--- config.mk ---
export PLATFORM = sky130hd
export DESIGN_NAME = drv_link_master
export DESIGN_NICKNAME = d
export VERILOG_FILES = /design/src/rtl/drv_link_pkg.sv /design/src/rtl/drv_link_seq.sv /design/src/rtl/drv_link_classify.sv /design/src/rtl/drv_link_master.sv
export SDC_FILE = /design/constraint.sdc
export NUM_CORES = 1
export LEC_CHECK = 0
export BUFFER_PORTS_ARGS = -buffer_cell sky130_fd_sc_hd__buf_2
export CAP_MARGIN = 20
export CORE_UTILIZATION = 60
export CTS_CLUSTER_SIZE = 16
export DETAILED_ROUTE_END_ITERATION = 7
export MAX_ROUTING_LAYER = met4
export PLACE_DENSITY_LB_ADDON = 0.3
export SETUP_SLACK_MARGIN = 0.3
export SYNTH_ARGS = -nofsm -noshare
export SYNTH_HDL_FRONTEND = slang
export SYNTH_HIERARCHICAL = 1
export SYNTH_SLANG_ARGS = --single-unit
--- constraint.sdc ---
create_clock -name clk_i -period 5.7 [get_ports clk_i]
set_input_delay 0.57 -clock clk_i [delete_from_list [all_inputs] [get_ports clk_i]]
set_output_delay 0.57 -clock clk_i [all_outputs]
set_load 0.01 [all_outputs]
--- src/rtl/drv_link_pkg.sv ---
package drv_link_pkg;
  typedef enum logic [1:0] {
    FLT_NONE   = 2'd0,
    FLT_GND    = 2'd1,
    FLT_SUPPLY = 2'd2
  } flt_e;

  typedef enum logic [1:0] {
    S_IDLE,
    S_SETUP,
    S_LOW,
    S_HIGH
  } seq_e;
endpackage

--- src/rtl/drv_link_seq.sv ---
module drv_link_seq
  import drv_link_pkg::*;
#(
  parameter int NCH       = 8,
  parameter int DIV_W     = 8,
  parameter int SETUP_CYC = 375,
  parameter int MIN_HALF  = 125
) (
  input  logic             clk_i,
  input  logic             rst_ni,
  input  logic             start_i,
  input  logic [NCH-1:0]   cmd_i,
  input  logic [DIV_W-1:0] half_div_i,
  input  logic             dout_i,
  output logic             wr_o,
  output logic             sclk_o,
  output logic             din_o,
  output logic             busy_o,
  output logic             end_stb_o,
  output logic             done_o,
  output logic [NCH-1:0]   rx_o,
  output logic [NCH-1:0]   sent_o
);
  localparam int IDX_W = (NCH > 1) ? $clog2(NCH) : 1;
  localparam int SW    = $clog2(SETUP_CYC + 1);
  localparam logic [DIV_W-1:0] HMIN  = DIV_W'(MIN_HALF);
  localparam logic [SW-1:0]    SLAST = SW'(SETUP_CYC - 1);
  localparam logic [IDX_W-1:0] ILAST = IDX_W'(NCH - 1);

  seq_e             state;
  logic [DIV_W-1:0] cnt, half_q, half_eff;
  logic [SW-1:0]    scnt;
  logic [IDX_W-1:0] idx;
  logic [NCH-1:0]   sh;
  logic             phase_end;

  assign half_eff  = (half_div_i < HMIN) ? HMIN : half_div_i;
  assign phase_end = (cnt == half_q - 1'b1);
  assign busy_o    = (state != S_IDLE);
  assign end_stb_o = (state == S_HIGH) && phase_end && (idx == ILAST);

  always_ff @(posedge clk_i or negedge rst_ni) begin
    if (!rst_ni) begin
      state  <= S_IDLE;
      wr_o   <= 1'b1;
      sclk_o <= 1'b1;
      din_o  <= 1'b0;
      cnt    <= '0;
      scnt   <= '0;
      idx    <= '0;
      sh     <= '0;
      rx_o   <= '0;
      sent_o <= '0;
      half_q <= HMIN;
      done_o <= 1'b0;
    end else begin
      done_o <= end_stb_o;
      unique case (state)
        S_IDLE: if (start_i) begin
          sent_o <= cmd_i;
          sh     <= cmd_i;
          half_q <= half_eff;
          scnt   <= '0;
          wr_o   <= 1'b0;
          state  <= S_SETUP;
        end
        S_SETUP: begin
          if (scnt == SLAST) begin
            sclk_o <= 1'b0;
            din_o  <= sh[0];
            sh     <= sh >> 1;
            idx    <= '0;
            cnt    <= '0;
            state  <= S_LOW;
          end else begin
            scnt <= scnt + 1'b1;
          end
        end
        S_LOW: begin
          if (phase_end) begin
            sclk_o    <= 1'b1;
            rx_o[idx] <= dout_i;
            cnt       <= '0;
            state     <= S_HIGH;
          end else begin
            cnt <= cnt + 1'b1;
          end
        end
        S_HIGH: begin
          if (phase_end) begin
            cnt <= '0;
            if (idx == ILAST) begin
              wr_o  <= 1'b1;
              state <= S_IDLE;
            end else begin
              sclk_o <= 1'b0;
              din_o  <= sh[0];
              sh     <= sh >> 1;
              idx    <= idx + 1'b1;
              state  <= S_LOW;
            end
          end else begin
            cnt <= cnt + 1'b1;
          end
        end
        default: state <= S_IDLE;
      endcase
    end
  end
endmodule

--- src/rtl/drv_link_classify.sv ---
module drv_link_classify
  import drv_link_pkg::*;
#(
  parameter int NCH = 8
) (
  input  logic             clk_i,
  input  logic             rst_ni,
  input  logic             end_stb_i,
  input  logic [NCH-1:0]   rx_i,
  input  logic [NCH-1:0]   sent_i,
  output logic [NCH-1:0]   diag_o,
  output logic [2*NCH-1:0] fault_o,
  output logic             thermal_o,
  output logic             valid_o
);
  logic [NCH-1:0]   prev_cmd, bad;
  logic [2*NCH-1:0] codes;
  logic             have_prev, all_bad;

  for (genvar k = 0; k < NCH; k++) begin : g_ch
    flt_e code;
    always_comb begin
      if (prev_cmd[k] && !rx_i[k])      code = FLT_GND;
      else if (!prev_cmd[k] && rx_i[k]) code = FLT_SUPPLY;
      else                              code = FLT_NONE;
    end
    assign bad[k]         = (code != FLT_NONE);
    assign codes[2*k +: 2] = code;
  end

  assign all_bad = &bad;

  always_ff @(posedge clk_i or negedge rst_ni) begin
    if (!rst_ni) begin
      prev_cmd  <= '0;
      have_prev <= 1'b0;
      diag_o    <= '0;
      fault_o   <= '0;
      thermal_o <= 1'b0;
      valid_o   <= 1'b0;
    end else if (end_stb_i) begin
      diag_o    <= rx_i;
      valid_o   <= have_prev;
      thermal_o <= have_prev && all_bad;
      fault_o   <= (have_prev && !all_bad) ? codes : '0;
      prev_cmd  <= sent_i;
      have_prev <= 1'b1;
    end
  end
endmodule

--- src/rtl/drv_link_master.sv ---
module drv_link_master #(
  parameter int NCH       = 8,
  parameter int DIV_W     = 8,
  parameter int SETUP_CYC = 375,
  parameter int MIN_HALF  = 125
) (
  input  logic             clk_i,
  input  logic             rst_ni,
  input  logic             start_i,
  input  logic [NCH-1:0]   cmd_i,
  input  logic [DIV_W-1:0] half_div_i,
  output logic             wr_o,
  output logic             sclk_o,
  output logic             din_o,
  input  logic             dout_i,
  output logic             busy_o,
  output logic             done_o,
  output logic [NCH-1:0]   diag_o,
  output logic [2*NCH-1:0] fault_o,
  output logic             thermal_o,
  output logic             valid_o
);
  logic           end_stb;
  logic [NCH-1:0] rx, sent;

  drv_link_seq #(
    .NCH(NCH), .DIV_W(DIV_W), .SETUP_CYC(SETUP_CYC), .MIN_HALF(MIN_HALF)
  ) u_seq (
    .clk_i(clk_i), .rst_ni(rst_ni), .start_i(start_i), .cmd_i(cmd_i),
    .half_div_i(half_div_i), .dout_i(dout_i), .wr_o(wr_o), .sclk_o(sclk_o),
    .din_o(din_o), .busy_o(busy_o), .end_stb_o(end_stb), .done_o(done_o),
    .rx_o(rx), .sent_o(sent)
  );

  drv_link_classify #(.NCH(NCH)) u_cls (
    .clk_i(clk_i), .rst_ni(rst_ni), .end_stb_i(end_stb), .rx_i(rx),
    .sent_i(sent), .diag_o(diag_o), .fault_o(fault_o),
    .thermal_o(thermal_o), .valid_o(valid_o)
  );
endmodule

==> run summary <==
=========================================================================================
Status                                                                       complete, no violations
Final setup slack of the worst path                                               1920 ps
Post-synthesis cell count                                                             484
CP required                                                                       5950 ps
End of the worst register-to-register path                                   u_cls/diag_o[5]
Max IR drop VDD                                                                0.000180 V
Most instantiated flip-flop cell in the synthesis netlist                    sky130_fd_sc_hd__dfrtp_1
Std-Cell Rows                                                                          32
Count of antenna diodes in the layout                                                   0
Net Count, Synth                                                                      526
Worst stage delay on the critical path                                             680 ps
Yosys reg bits                                                                         93
Root Buffer                                                                  sky130_fd_sc_hd__clkbuf_8
Max Transition Viols Final                                                              0
I/O pin cnt                                                                            51
Clock period minus final worst setup slack                                        3780 ps
Setup fix buffers added after clock tree synthesis                                      0
Tightest Hold Check Type                                                         in2async
Achievable clock frequency                                                      0.265 GHz
Launching element type of the critical path                                     flip-flop
Initial antenna violation count                                                         0
Starting density of the core                                                        62.6%
Count of nets left with antenna violations after detail routing                         0
Number of failing setup endpoints in the final timing report                            0
WS Path Type                                                                      reg2reg
Most common library cell in the layout ignoring fill and taps                sky130_fd_sc_hd__dfrtp_1
Number of warnings issued by yosys                                                      6
Number of distinct library cells after synthesis                                       55
DIE AREA                                                                      0.00846 mm²
Hpwl dp                                                                           6.45 mm
Die X-Extent                                                                      92.0 µm
Reg2reg start                                                                u_seq/half_q[1]
Max cap viols                                                                           0
Number of hold violations in the final report                                           0
Minimum setup slack after placement                                               1940 ps
Routability congestion estimate from global placement                               0.829
Final sum of negative setup slack                                                    0 ps
Proportion of register bits with asynchronous set or reset after synthesis           100%
Area growth from synthesis to layout                                                10.2%
Max_slew headroom                                                                   29.5%
Cell area after synthesis                                                     0.00486 mm²
Share of cells above drive strength 1                                               23.2%
Post-Syn Area per Cell                                                           10.0 µm²
Clock tree sinks                                                                       93
Top library cells by usage in the layout, fill and taps aside                sky130_fd_sc_hd__dfrtp_1 (85), sky130_fd_sc_hd__buf_2 (49), sky130_fd_sc_hd__inv_1 (48)
Routed vias/inst                                                                     5.83
Number of enable flip-flop cells after synthesis                                        0
Number of placed instances, taps included                                             608
Overall overflow remaining after global route                                           0
CTS tree                                                                             done
Detailed-route wire length per cell                                               15.3 µm
Die height                                                                        92.0 µm
Final period util                                                                   66.3%
Power density over the cells                                                   206 mW/mm²
Placed Area                                                                   0.00513 mm²
Clock-pin slew of the registers on the worst-case setup and hold paths             100 ps
Post-cts sizing count                                                                   0
Slowest stage cell on the critical path                                      sky130_fd_sc_hd__a211o_1
Type of element capturing the critical path                                     flip-flop
Maximum count of clock buffers along a single path                                      2
Number of H-tree levels                                                                 3
Maximum net fanout on the critical path                                                61
Final std cells w/o fill                                                              627
Worst-Margin Slew                                                                 1060 ps
Fin nets                                                                              562
Launch point of the worst path                                               u_seq/half_q[1]
Lkg Pwr                                                                           2.52 nW
Final clock skew                                                                  9.31 ps
List of cells traversed by the critical path                                 inv_1, ha_1, or3b_2, nor4_1, o2111ai_1, a211o_1, or2_2, nor2_4, buf_4, mux2_2
Design area                                                                   0.00536 mm²
First-pass DRT Iterations                                                               4
Input/output buffers                                                                   50
Worst r2r path cells                                                                   10
Quantity of hold-fixing buffers added after cts                                         0
Signal arrival time at the worst endpoint                                         4030 ps
Total wire length                                                                 9.59 mm
Core Footprint                                                                0.00777 mm²
CTS Buf Count                                                                           9
Internal reg-to-reg setup slack                                                   1920 ps
Post-synthesis sequential area ratio                                                48.1%
Clk Latency, worst-skew pair                                                       360 ps
RSZ-0062 raised after global routing                                                false
Final routed DRC violation total                                                        0
Wire length of the first global-routing pass                                      16.0 mm
Total routing resource utilization after global routing                             24.6%
Pin count of the biggest net entering global routing                                   62
Total via count in the routed design                                                3,655
Via count of the first global-routing pass                                          3,445
Violation count after the first detailed-routing iteration                            208
=========================================================================================
==> where the power goes <==
part / leakage (nW) / switching [W] / total (W) / internal (W)
combinational: 1.22 / 0.0000184 / 0.0000246 / 0.00000613
sequential: 1.20 / 0 / 0.000659 / 0.000659
clock: 0.0929 / 0.000242 / 0.000420 / 0.000179
total: 2.52 / 0.000260 / 0.00110 / 0.000844
==> metal layers <==
metal	GRT usage, %	share of wire, %	wire (µm)
met1	34.4	47	4510
met2	37.9	48	4610
met3	3.23	3.9	373
met4	7.55	1.1	104
met5	-	0	0
==> area by class of cell <==
cell class	instances	area (µm²)
Fill cell	623	2410
Sequential cell	93	2340
Multi-Input combinational cell	312	2210
Timing Repair Buffer	55	304
Inverter	49	184
Clock buffer	10	138
Tap cell	102	128
Clock inverter	6	55.1
==> per-stage QoR <==
step | power (W) | utilization, % | hold slack [ps]
floorplan | 0.000674 | - | 274
global placement | 0.000697 | 66.0 | 489
detailed placement | 0.000698 | 66.0 | 488
CTS | 0.00112 | 68.5 | 231
global route | 0.00115 | 69.0 | 262
finish | 0.00110 | 69.0 | 226
==> critical path: cells and delay by family, from the launching register on <==
family / cells / cell delay (ps)
AO/OA/AOI/OAI: 2 / 810
adder cells (fa/ha/maj): 1 / 210
buffers and inverters: 2 / 570
flip-flops: 1 / 400
multiplexers: 1 / 400
AND/OR/NAND/NOR: 4 / 1270
==> flip-flops by register name (all words and copies together) (netlist names), 2 cells and up <==
name	flops
u_seq/sent_o	8
u_seq/rx_o	8
u_seq/cnt	8
u_cls/fault_o	16
u_seq/state	2
u_cls/diag_o	8
u_cls/prev_cmd	8
u_seq/scnt	9
u_seq/half_q	8
u_seq/idx	3
u_seq/sh	8
==> cells in the mapped netlist (3+ instances only) <==
master	n	area share (%)
sky130_fd_sc_hd__and3_1	3	0.39
sky130_fd_sc_hd__ha_1	22	5.7
sky130_fd_sc_hd__nor4_1	4	0.51
sky130_fd_sc_hd__buf_1	3	0.23
sky130_fd_sc_hd__or2_2	3	0.39
sky130_fd_sc_hd__nand4b_1	3	0.54
sky130_fd_sc_hd__dfrtp_1	85	44
sky130_fd_sc_hd__nand4_1	3	0.39
sky130_fd_sc_hd__nor3_1	9	0.93
sky130_fd_sc_hd__o22ai_1	17	2.2
sky130_fd_sc_hd__mux2_2	28	6.5
sky130_fd_sc_hd__dfstp_2	8	4.3
sky130_fd_sc_hd__inv_1	48	3.7
sky130_fd_sc_hd__o31ai_1	7	1.1
sky130_fd_sc_hd__a21oi_1	12	1.2
sky130_fd_sc_hd__o211ai_1	3	0.46
sky130_fd_sc_hd__xnor2_1	9	1.6
sky130_fd_sc_hd__nor2_1	25	1.9
sky130_fd_sc_hd__or4_1	7	1.1
sky130_fd_sc_hd__nand2_1	32	2.5
sky130_fd_sc_hd__a22oi_1	3	0.46
sky130_fd_sc_hd__buf_2	5	0.51
sky130_fd_sc_hd__xor2_1	7	1.3
sky130_fd_sc_hd__a31oi_1	8	1.0
sky130_fd_sc_hd__or4_4	3	0.70
sky130_fd_sc_hd__nand3_1	43	4.4
sky130_fd_sc_hd__clkbuf_1	21	1.6
sky130_fd_sc_hd__nor4b_1	3	0.54
sky130_fd_sc_hd__o21ai_0	18	1.9
sky130_fd_sc_hd__mux2i_1	11	2.3
==> how the worst max path moves through the flow <==
stage / endpoint / slack (ps) / depth (start not counted)
finish: u_cls/diag_o[5] / 1920 / 10
global route: u_cls/valid_o / 1690 / 10
CTS: u_cls/diag_o[2] / 1930 / 10
detailed placement: u_cls/diag_o[6] / 1940 / 10
global placement: u_cls/diag_o[5] / 2060 / 10
floorplan: u_cls/fault_o[10] / 2540 / 13
==> kinds of logic after synthesis <==
kind of cell	Yosys count	synth area share, %
AND/OR/NAND/NOR	154	17.2
flip-flops	93	48.1
AO/OA/AOI/OAI	81	10.8
buffers and inverters	79	6.57
multiplexers	39	8.75
adder cells (fa/ha/maj)	22	5.66
XOR/XNOR	16	2.88
(Power assumes the default switching activity.)
